### src/rtl/spi_master_pkg.sv
package spi_master_pkg;

  typedef enum logic [2:0] {
    ST_IDLE  = 3'd0,
    ST_LEAD  = 3'd1,
    ST_CLK   = 3'd2,
    ST_TRAIL = 3'd3,
    ST_GAP   = 3'd4
  } seq_state_e;

endpackage

### src/rtl/spi_dly_timer.sv
// Down-counter used for every programmed interval. A loaded value v gives an
// interval of max(v,1) cycles before expire is seen.
module spi_dly_timer #(
  parameter int DW = 8
) (
  input  logic          clk,
  input  logic          rst_n,
  input  logic          load,
  input  logic [DW-1:0] load_val,
  output logic          expire
);

  logic [DW-1:0] cnt_q;
  logic [DW-1:0] cnt_d;

  always_comb begin
    cnt_d = cnt_q;
    if (load) begin
      cnt_d = load_val;
    end else if (cnt_q > DW'(1)) begin
      cnt_d = cnt_q - 1'b1;
    end
  end

  always_ff @(posedge clk or negedge rst_n) begin
    if (!rst_n) begin
      cnt_q <= '0;
    end else begin
      cnt_q <= cnt_d;
    end
  end

  assign expire = (cnt_q <= DW'(1));

endmodule

### src/rtl/spi_seq_ctrl.sv
// Frame sequencer: select, lead, clocking, trail and idle gap.
module spi_seq_ctrl
  import spi_master_pkg::*;
#(
  parameter int DW = 8,
  parameter int BW = 5,
  parameter int EW = 6
) (
  input  logic          clk,
  input  logic          rst_n,
  input  logic          start,
  input  logic [DW-1:0] lead_in,
  input  logic          cpol_in,
  input  logic          cpol_q,
  input  logic [DW-1:0] half_q,
  input  logic [DW-1:0] trail_q,
  input  logic [DW-1:0] gap_q,
  input  logic [BW-1:0] nbits_q,
  output logic          edge_fire,
  output logic [EW-1:0] edge_cnt,
  output logic          idle,
  output logic          sclk,
  output logic          cs_n
);

  seq_state_e    state_q, state_d;
  logic [EW-1:0] ecnt_q, ecnt_d;
  logic          sclk_q, sclk_d;
  logic          cs_q, cs_d;
  logic          tmr_load;
  logic [DW-1:0] tmr_val;
  logic          tmr_exp;
  logic [EW-1:0] two_n;

  assign two_n = {nbits_q, 1'b0};

  spi_dly_timer #(.DW(DW)) u_timer (
    .clk      (clk),
    .rst_n    (rst_n),
    .load     (tmr_load),
    .load_val (tmr_val),
    .expire   (tmr_exp)
  );

  always_comb begin
    state_d   = state_q;
    ecnt_d    = ecnt_q;
    sclk_d    = sclk_q;
    cs_d      = cs_q;
    tmr_load  = 1'b0;
    tmr_val   = '0;
    edge_fire = 1'b0;
    case (state_q)
      ST_IDLE: begin
        if (start) begin
          state_d  = ST_LEAD;
          tmr_load = 1'b1;
          tmr_val  = lead_in;
          cs_d     = 1'b0;
          sclk_d   = cpol_in;
          ecnt_d   = '0;
        end
      end
      ST_LEAD: begin
        if (tmr_exp) begin
          edge_fire = 1'b1;
          state_d   = ST_CLK;
          tmr_load  = 1'b1;
          tmr_val   = half_q;
        end
      end
      ST_CLK: begin
        if (tmr_exp) begin
          edge_fire = 1'b1;
          tmr_load  = 1'b1;
          if (ecnt_q == two_n - 1'b1) begin
            state_d = ST_TRAIL;
            tmr_val = trail_q;
          end else begin
            tmr_val = half_q;
          end
        end
      end
      ST_TRAIL: begin
        if (tmr_exp) begin
          state_d  = ST_GAP;
          tmr_load = 1'b1;
          tmr_val  = gap_q;
          cs_d     = 1'b1;
        end
      end
      ST_GAP: begin
        if (tmr_exp) begin
          state_d = ST_IDLE;
        end
      end
      default: state_d = ST_IDLE;
    endcase
    if (edge_fire) begin
      sclk_d = ~sclk_q;
      ecnt_d = ecnt_q + 1'b1;
    end
  end

  always_ff @(posedge clk or negedge rst_n) begin
    if (!rst_n) begin
      state_q <= ST_IDLE;
      ecnt_q  <= '0;
      sclk_q  <= 1'b0;
      cs_q    <= 1'b1;
    end else begin
      state_q <= state_d;
      ecnt_q  <= ecnt_d;
      sclk_q  <= sclk_d;
      cs_q    <= cs_d;
    end
  end

  assign edge_cnt = ecnt_q;
  assign idle     = (state_q == ST_IDLE);
  assign sclk     = sclk_q;
  assign cs_n     = cs_q;

  AST_SELECT_HELD: assert property (@(posedge clk) disable iff (!rst_n)
    (state_q == ST_LEAD || state_q == ST_CLK || state_q == ST_TRAIL) |-> !cs_q);
  AST_SCLK_PARKED: assert property (@(posedge clk) disable iff (!rst_n)
    (state_q == ST_IDLE) |-> (sclk_q == cpol_q));
  AST_SCLK_UNDER_SELECT: assert property (@(posedge clk) disable iff (!rst_n)
    (sclk_q != $past(sclk_q)) |-> !cs_q);
  AST_EDGE_LIMIT: assert property (@(posedge clk) disable iff (!rst_n)
    ecnt_q <= two_n);

endmodule

### src/rtl/spi_bit_engine.sv
// Data path: picks the outgoing bit from the edge count and assembles the
// incoming word on sampling edges.
module spi_bit_engine #(
  parameter int DATA_W = 16,
  parameter int BW     = 5,
  parameter int EW     = 6
) (
  input  logic              clk,
  input  logic              rst_n,
  input  logic              start,
  input  logic [DATA_W-1:0] tx_data,
  input  logic              edge_fire,
  input  logic [EW-1:0]     edge_cnt,
  input  logic              cpha_q,
  input  logic              lsb_q,
  input  logic [BW-1:0]     nbits_q,
  input  logic              miso,
  output logic              mosi,
  output logic              rx_valid,
  output logic [DATA_W-1:0] rx_data
);

  logic [DATA_W-1:0] txbuf_q, txbuf_d;
  logic [DATA_W-1:0] rxbuf_q, rxbuf_d;
  logic              rxv_q, rxv_d;
  logic [EW-1:0]     em1, e_new, two_n;
  logic [BW-1:0]     last_idx, k_out, p_out, k_in, p_in;
  logic              smp;

  assign two_n    = {nbits_q, 1'b0};
  assign last_idx = nbits_q - 1'b1;

  // Outgoing bit position
  always_comb begin
    em1   = edge_cnt - 1'b1;
    k_out = cpha_q ? ((edge_cnt == '0) ? '0 : BW'(em1 >> 1)) : BW'(edge_cnt >> 1);
    if (k_out > last_idx) begin
      k_out = last_idx;
    end
    p_out = lsb_q ? k_out : (last_idx - k_out);
    mosi  = |(txbuf_q & (DATA_W'(1) << p_out));
  end

  // Incoming bit position and completion
  always_comb begin
    e_new   = edge_cnt + 1'b1;
    smp     = edge_fire && (e_new[0] ^ cpha_q);
    k_in    = BW'(edge_cnt >> 1);
    p_in    = lsb_q ? k_in : (last_idx - k_in);
    txbuf_d = start ? tx_data : txbuf_q;
    rxbuf_d = rxbuf_q;
    if (start) begin
      rxbuf_d = '0;
    end else if (smp) begin
      rxbuf_d = (rxbuf_q & ~(DATA_W'(1) << p_in)) | (DATA_W'(miso) << p_in);
    end
    rxv_d = smp && (e_new == (two_n - EW'(!cpha_q)));
  end

  always_ff @(posedge clk or negedge rst_n) begin
    if (!rst_n) begin
      txbuf_q <= '0;
      rxbuf_q <= '0;
      rxv_q   <= 1'b0;
    end else begin
      txbuf_q <= txbuf_d;
      rxbuf_q <= rxbuf_d;
      rxv_q   <= rxv_d;
    end
  end

  assign rx_valid = rxv_q;
  assign rx_data  = rxbuf_q;

  AST_RX_SINGLE_PULSE: assert property (@(posedge clk) disable iff (!rst_n)
    rxv_q |=> !rxv_q);

endmodule

### src/rtl/spi_frame_master.sv
module spi_frame_master
  import spi_master_pkg::*;
#(
  parameter int DATA_W   = 16,
  parameter int MIN_BITS = 4,
  parameter int DW       = 8,
  parameter int RXC_W    = 8,
  parameter int BW       = $clog2(DATA_W + 1)
) (
  input  logic              clk,
  input  logic              rst_n,
  input  logic              cfg_cpol,
  input  logic              cfg_cpha,
  input  logic              cfg_lsb_first,
  input  logic [BW-1:0]     cfg_frame_bits,
  input  logic [DW-1:0]     cfg_half_period,
  input  logic [DW-1:0]     cfg_lead,
  input  logic [DW-1:0]     cfg_trail,
  input  logic [DW-1:0]     cfg_gap,
  input  logic              tx_valid,
  output logic              tx_ready,
  input  logic [DATA_W-1:0] tx_data,
  output logic              rx_valid,
  output logic [DATA_W-1:0] rx_data,
  output logic [RXC_W-1:0]  rx_count,
  output logic              spi_sclk,
  output logic              spi_cs_n,
  output logic              spi_mosi,
  input  logic              spi_miso
);

  localparam int EW = BW + 1;

  logic              start;
  logic              idle;
  logic              edge_fire;
  logic [EW-1:0]     edge_cnt;
  logic [BW-1:0]     nbits_in;
  logic              cpol_q, cpha_q, lsb_q;
  logic              cpol_d, cpha_d, lsb_d;
  logic [BW-1:0]     nbits_q, nbits_d;
  logic [DW-1:0]     half_q, trail_q, gap_q;
  logic [DW-1:0]     half_d, trail_d, gap_d;
  logic [RXC_W-1:0]  rxc_q, rxc_d;

  assign tx_ready = idle;
  assign start    = tx_valid && idle;

  always_comb begin
    if (cfg_frame_bits < BW'(MIN_BITS)) begin
      nbits_in = BW'(MIN_BITS);
    end else if (cfg_frame_bits > BW'(DATA_W)) begin
      nbits_in = BW'(DATA_W);
    end else begin
      nbits_in = cfg_frame_bits;
    end
  end

  // Configuration capture at acceptance
  always_comb begin
    cpol_d  = start ? cfg_cpol        : cpol_q;
    cpha_d  = start ? cfg_cpha        : cpha_q;
    lsb_d   = start ? cfg_lsb_first   : lsb_q;
    nbits_d = start ? nbits_in        : nbits_q;
    half_d  = start ? cfg_half_period : half_q;
    trail_d = start ? cfg_trail       : trail_q;
    gap_d   = start ? cfg_gap         : gap_q;
    rxc_d   = rx_valid ? (rxc_q + 1'b1) : rxc_q;
  end

  always_ff @(posedge clk or negedge rst_n) begin
    if (!rst_n) begin
      cpol_q  <= 1'b0;
      cpha_q  <= 1'b0;
      lsb_q   <= 1'b0;
      nbits_q <= BW'(MIN_BITS);
      half_q  <= '0;
      trail_q <= '0;
      gap_q   <= '0;
      rxc_q   <= '0;
    end else begin
      cpol_q  <= cpol_d;
      cpha_q  <= cpha_d;
      lsb_q   <= lsb_d;
      nbits_q <= nbits_d;
      half_q  <= half_d;
      trail_q <= trail_d;
      gap_q   <= gap_d;
      rxc_q   <= rxc_d;
    end
  end

  assign rx_count = rxc_q;

  spi_seq_ctrl #(.DW(DW), .BW(BW), .EW(EW)) u_seq (
    .clk       (clk),
    .rst_n     (rst_n),
    .start     (start),
    .lead_in   (cfg_lead),
    .cpol_in   (cfg_cpol),
    .cpol_q    (cpol_q),
    .half_q    (half_q),
    .trail_q   (trail_q),
    .gap_q     (gap_q),
    .nbits_q   (nbits_q),
    .edge_fire (edge_fire),
    .edge_cnt  (edge_cnt),
    .idle      (idle),
    .sclk      (spi_sclk),
    .cs_n      (spi_cs_n)
  );

  spi_bit_engine #(.DATA_W(DATA_W), .BW(BW), .EW(EW)) u_bits (
    .clk       (clk),
    .rst_n     (rst_n),
    .start     (start),
    .tx_data   (tx_data),
    .edge_fire (edge_fire),
    .edge_cnt  (edge_cnt),
    .cpha_q    (cpha_q),
    .lsb_q     (lsb_q),
    .nbits_q   (nbits_q),
    .miso      (spi_miso),
    .mosi      (spi_mosi),
    .rx_valid  (rx_valid),
    .rx_data   (rx_data)
  );

  AST_NO_ACCEPT_SELECTED: assert property (@(posedge clk) disable iff (!rst_n)
    !spi_cs_n |-> !tx_ready);
  AST_RX_UNDER_SELECT: assert property (@(posedge clk) disable iff (!rst_n)
    rx_valid |-> !spi_cs_n);

endmodule

### config.mk
export PLATFORM = sky130hd
export DESIGN_NAME = spi_frame_master
export DESIGN_NICKNAME = d
export VERILOG_FILES = /design/src/rtl/spi_master_pkg.sv /design/src/rtl/spi_dly_timer.sv /design/src/rtl/spi_seq_ctrl.sv /design/src/rtl/spi_bit_engine.sv /design/src/rtl/spi_frame_master.sv
export SDC_FILE = /design/constraint.sdc
export NUM_CORES = 1
export LEC_CHECK = 0
export ABC_AREA = 1
export BUFFER_PORTS_ARGS = -buffer_cell sky130_fd_sc_hd__buf_2
export CAP_MARGIN = 5
export CORE_MARGIN = 2
export CORE_UTILIZATION = 46
export DETAILED_ROUTE_END_ITERATION = 12
export GPL_TIMING_DRIVEN = 1
export PLACE_DENSITY_LB_ADDON = 0.3
export SYNTH_ARGS = -nofsm -noshare
export SYNTH_HDL_FRONTEND = slang
export SYNTH_SLANG_ARGS = --single-unit
### constraint.sdc
create_clock -name clk -period 4 [get_ports clk]
set_clock_uncertainty 0.15 [all_clocks]
set_input_delay 0.2 -clock clk [delete_from_list [all_inputs] [get_ports clk]]
set_output_delay 0.2 -clock clk [all_outputs]
set_load 0.01 [all_outputs]
Word level (Yosys, flattened, before mapping)
Cells that the tools add are included.
- shifts and indexed selects: 3
- equality and inequality tests: 12
- $lt $le $gt $ge: 5
- reduce and logical (&&, ||, !) cells: 17
- muxes and demuxes: 37
- add/subtract/negate cells: 9
- bitwise operators: 6
- operator list (kind ; number):
    $mux W8 ; 7
    $mux W5 ; 7
    $and A16 B16 Y16 ; 2
    $mux W16 ; 2
    $pmux W8 S4 ; 1
    $shl A1 B5 Y16 const A ; 2
    $mux W3 ; 6
    $mux W6 ; 3
    $not A16 Y16 ; 1
    $or A16 B16 Y16 ; 1
    $reduce_or A16 Y1 ; 1
    $shl A1 B5 Y16 ; 1
    $pmux W3 S5 ; 1
    $eq A6 B6 Y1 ; 2
    $sub A6 B1 Y6 const B ; 2
    $ne A2 B1 Y1 const B ; 5
    $reduce_bool A2 Y1 ; 5
    $sub A5 B5 Y5 ; 2
    $add A8 B1 Y8 const B ; 1
    $gt A8 B1 Y1 const B ; 1
    $le A8 B1 Y1 const B ; 1
    $mux W1 ; 8
    $sub A8 B1 Y8 const B ; 1
    $add A6 B1 Y6 const B ; 1
    21 further kinds ; 25
- output and inout bits: 29
- input bits: 60
- bits in registers: 91

Depth between registers and ports, before layout
- depth in word-level cells: 10
- depth in mapped cells: 30
- gate-level depth less buffers: 30

Hierarchy
A second synthesis with hierarchy kept.
- cell total of the unflattened synthesis: 895
- area, all modules: 6237.2 sq um
- by module, submodules not included (module ; instances ; area an instance (sq um) ; cells each):
    spi_bit_engine ; 1 ; 2956.6 ; 457
    spi_frame_master ; 1 ; 1609.0 ; 181
    spi_seq_ctrl ; 1 ; 1081.0 ; 174
    spi_dly_timer ; 1 ; 590.6 ; 83

Least setup slack after synthesis
Ideal clock, no wire load.
- path type: reg2out
- from: register u_seq.ecnt_q[0] (netlist: u_seq.edge_cnt[0])
- to: output port spi_mosi
- stages on the path, launching flop included: 31
- slack: 0.020 ns
- buffers on the path: 0
- data arrival time: 3.630 ns
- required time: 3.650 ns
- cell sequence: dfrtp_1 inv_1 ha_1 nand2_1 nor2_2 inv_1 nor2_1 o21ai_0 o21ai_0 inv_1 ha_1 nand2_1 nor2_1 nand2_1 nand3_2 nand2_1 nand2_1 nand2_1 ha_1 inv_1 fa_1 or2_2 nand2_1 nand2_1 nor2_1 nand2_1 nand2_1 nor2_1 nand2_1 nand2_1 nand2_1
- word-level cells in the longest chain between the ends: 10
- elaborated cells between the ends (all ways): 11
- those cells by class: add/sub: 2; order compare: 1; shift: 1; mux: 4; bitwise: 1; reduce/logical: 2
- ends and longest elaborated chain (item ; RTL line ; RTL):
    start, declared ; spi_seq_ctrl.sv:27 ; logic [EW-1:0] ecnt_q, ecnt_d;
    start signal, assigned ; spi_seq_ctrl.sv:113 ; ecnt_q <= ecnt_d;
    $sub A6 B1 Y6 or $logic_not A6 Y1 (tied branches) ; spi_bit_engine.sv:35, spi_bit_engine.sv:36 ;
    $mux W5 (*) (2 in a row) ; spi_bit_engine.sv:36 ; k_out = cpha_q ? ((edge_cnt == '0) ? '0 : BW'(em1 >> 1)) : BW'(edge_cnt >> 1);
    $gt A5 B5 Y1 ; spi_bit_engine.sv:37 ; if (k_out > last_idx) begin
    $mux W5 (*) ; spi_bit_engine.sv:37 ;
    $sub A5 B5 Y5 ; spi_bit_engine.sv:40 ; p_out = lsb_q ? k_out : (last_idx - k_out);
    $mux W5 (*) ; spi_bit_engine.sv:40 ;
    $shl A1 B5 Y16 (*) ; spi_bit_engine.sv:41 ; mosi = |(txbuf_q & (DATA_W'(1) << p_out));
    $and A16 B16 Y16 (*) ; spi_bit_engine.sv:41 ;
    $reduce_or A16 Y1 (*) ; spi_bit_engine.sv:41 ;
    end, declared ; spi_frame_master.sv:28 ; output logic spi_mosi,
Mark *: on every way between the ends. The rest lies on a longest branch, timed or not.

Final worst setup path
- from: register u_seq.ecnt_q[1] (netlist: u_seq.edge_cnt[1])
- to: output port spi_mosi
- word-level cells in the longest chain between the ends: 10
- elaborated cells between the ends (all ways): 11
- those cells by class: add/sub: 2; order compare: 1; shift: 1; mux: 4; bitwise: 1; reduce/logical: 2
- ends and longest elaborated chain (item ; RTL line):
    $sub A6 B1 Y6 or $logic_not A6 Y1 (tied branches) ; spi_bit_engine.sv:35, spi_bit_engine.sv:36
    $mux W5 ; spi_bit_engine.sv:36
    $mux W5 (*) ; spi_bit_engine.sv:36
    $gt A5 B5 Y1 ; spi_bit_engine.sv:37
    $mux W5 (*) ; spi_bit_engine.sv:37
    $sub A5 B5 Y5 ; spi_bit_engine.sv:40
    $mux W5 (*) ; spi_bit_engine.sv:40
    $shl A1 B5 Y16 (*) ; spi_bit_engine.sv:41
    $and A16 B16 Y16 (*) ; spi_bit_engine.sv:41
    $reduce_or A16 Y1 (*) ; spi_bit_engine.sv:41
Marked as above.

==> qor.yml <==
placement:
  postPlaceCellArea_mm2: 0.00630
  port_buffers: 88
  dp_hpwl_um: 9360
  placedCellCount: 1010
  gp_congestion: 0.825
  post-place-ws_ns: -0.112
global_route:
  overflow: 0
  grt_max_degree: 66
  use_met3: 0.0443
  grt_pass1_vias: 5150
  grt.busiest_layer: "met2"
  grtUsageMet1: 0.293
  met2_usage: 0.375
  globalRouteTotalUtil: 0.226
  antenna_found_initial: 0
  grt_pass1_wl_um: 23700
floorplanning:
  start_util: 0.470
  die-area_mm2: 0.0132
  io_pins: 89
  row_count: 40
  coreArea_mm2: 0.0120
  die_w_um: 115
  die_y_um: 115
logic_synthesis:
  yosysMostFrequentCell: "nand2_1"
  syn_area_per_cell_um2: 7.26
  synth_common_cells: "nand2_1 (273), dfrtp_1 (89), inv_1 (81)"
  synth_seq_cells: 91
  synth_fp_nets: 861
  synth_area_leaders: "dfrtp_1 (39%), nand2_1 (18%), nand3_1 (6.3%), inv_1 (5.4%), ha_1 (4.7%)"
  synth_area_mm2: 0.00565
  synth_top_area_cell: "dfrtp_1"
  ys_seq_area_frac: 0.404
  yosys.cell_types.count: 47
  synth_top_area_share: 0.395
  synthArstFlopShare: 1.00
  synth_edf_count: 0
  yosysWarnings: 0
  syn_inst: 778
  dominantRegCellSynth: "dfrtp_1"
routing:
  drc_errors: 0
  drt_iter0_drc: 262
  vias: 5523
  vias_per_cell: 5.06
  drtPass1Iterations: 5
  routedWlPerCell_um: 13.2
  ant_nets: 0
  drt_wl_total_um: 14400
clocking:
  clkTransAtPathRegs_ns: 0.06
  cts_root_buf: "clkbuf_16"
  htreeDepth: 3
  cts_made_buffers: 9
  clk_latency_ns: 0.35
  clk_path_buf_depth: 2
  clock-sinks: 91
  tritoncts: "built"
sta:
  fmax_mhz: 227
  setup_slack_ns: -0.405
  grt_setup_unrepaired: "yes"
  min_period_ns: 4.40
  worst_slew_pin_slew_ns: 1.07
  period_share: 1.10
  timing.hold.ws_ns: 0.0182
  setup_violations: 1
  slew-limit-headroom: 0.280
  report.final.slew_viol_count: 0
  hold_violations: 0
power_and_ir_drop:
  power_density_mw_per_mm2: 962
  leakagePower_uw: 0.00386
  ir_worst_vdd_mv: 0.533
layout:
  drive_gt1_frac: 0.211
  antenna-diode-count: 0
  final_area_mm2: 0.00743
  area_delta_synth_final_pct: 31.6
  n_fill_cell: 1042
  fin_nets: 1024
  regArea_mm2: 0.00228
  multiInputGateArea_mm2: 0.00311
  instances_no_fill: 1092
worst_setup_path:
  worst-setup-path-type: "flip-flop to output port"
  required_ns: 3.65
  crit_family: "simple AND/OR/NAND/NOR gates"
  crit_buf_inv: 4
  max_stage_delay_ns: 0.40
  crit_path_frequent_cell: "nand2_2"
  path_max_fanout: 6
  critPathCaptureType: "output port"
  cp.arrival_ns: 4.05
  setup.worst_path.start_class: "flip-flop"
  slowest_stage: "dfrtp_1"
job:
  max_cap_viol_count: 0
outcome:
  status: "complete, but fails checks"
  violations: "setup timing"
hold_path:
  min_path_type: "input port to flip-flop"
[stage by stage]
stage                      util  power, uW  TNS, ns
after detailed placement  0.524       5520   -0.112
after CTS                 0.605       6780   -0.356
after global routing      0.619       7860   -0.677
after floorplan               -       4600        0
after global placement    0.524       5450  -0.0111
final                     0.619       7150   -0.405
[tightest hold or removal path, delay by kind of cell]
kind	cells	cell delay [ns]
AO/OA/AOI/OAI	1	0.11
buffers and inverters	1	0.10
AND/OR/NAND/NOR	1	0.06
[metal layers]
layer	up-vias	share of wire
met5	-	0
met4	0	0.030
met3	40	0.045
met2	151	0.48
met1	2515	0.45
li1	2817	-
[timing repair]
item | CTS | global route
setup buffers | 6 | 6
setup endpoints to repair | 1 | 1
endpoints found under the hold margin | 115 | 0
hold buffers | 55 | 0
pin swaps | 21 | 22
gates resized for setup | 27 | 27
[layout by cell type, fill, tap and decap left out, types with 10 or more instances in the layout]
| master | Yosys | final |
|---|---|---|
| xor2_1 | 17 | 17 |
| dlygate4sd3_1 | 0 | 55 |
| buf_2 | 6 | 87 |
| o21ai_1 | 15 | 17 |
| inv_2 | 6 | 10 |
| ha_1 | 21 | 17 |
| nand3_1 | 71 | 68 |
| nand2_2 | 6 | 13 |
| buf_4 | 2 | 30 |
| nor2_1 | 57 | 53 |
| inv_1 | 81 | 77 |
| nand2_1 | 273 | 261 |
| dfrtp_1 | 89 | 89 |
| o21ai_0 | 36 | 32 |
[power by group]
part	internal (uW)	total (uW)	switching [uW]
sequential	1240	1480	240
clock	481	844	363
combinational	1920	4830	2910
total	3640	7150	3510
[sequential cells by signal (all words and copies together) (netlist names), 3 cells and up]
signal               flops
rx_count                 8
u_seq.edge_cnt           6
gap_q                    8
u_seq.state_q            3
nbits_q                  5
u_seq.u_timer.cnt_q      8
u_bits.txbuf_q          16
trail_q                  8
u_bits.rx_data          16
half_q                   8
[worst paths after layout]
| path | from | to | slack (ns) | depth (start not counted) |
|---|---|---|---|---|
| worst max-delay path | u_seq.edge_cnt[1] | spi_mosi | -0.40 | 25 |
| worst min-delay path | cfg_frame_bits[4] | nbits_q[4] | 0.02 | 3 |
| max in group asynchronous | rst_n | u_seq.edge_cnt[5] | 2.54 | 3 |
| worst max register to register | nbits_q[1] | u_bits.rx_data[4] | 0.72 | 16 |
| min in group asynchronous | rst_n | rx_count[7] | 0.32 | 2 |
| worst min register to register | rx_count[7] | rx_count[7] | 0.32 | 1 |
[final cells by class]
class,instances,area share
Clock inverter,6,0.00893
Inverter,88,0.0445
Multi-Input combinational cell,577,0.419
Sequential cell,91,0.307
Timing Repair Buffer,174,0.166
Tap cell,147,0.0248
Clock buffer,9,0.0303
[logic make-up (layout without fill, tap and decap cells)]
logic type,after synthesis,after routing,share of synthesized area
buf+inv,110,277,0.0798
mux,1,1,0.00177
fa+ha+maj,23,23,0.0536
flops,91,91,0.404
xor+xnor,28,28,0.0448
simple gates,434,434,0.320
compound gates,91,91,0.0962
(Power assumes the default switching activity.)
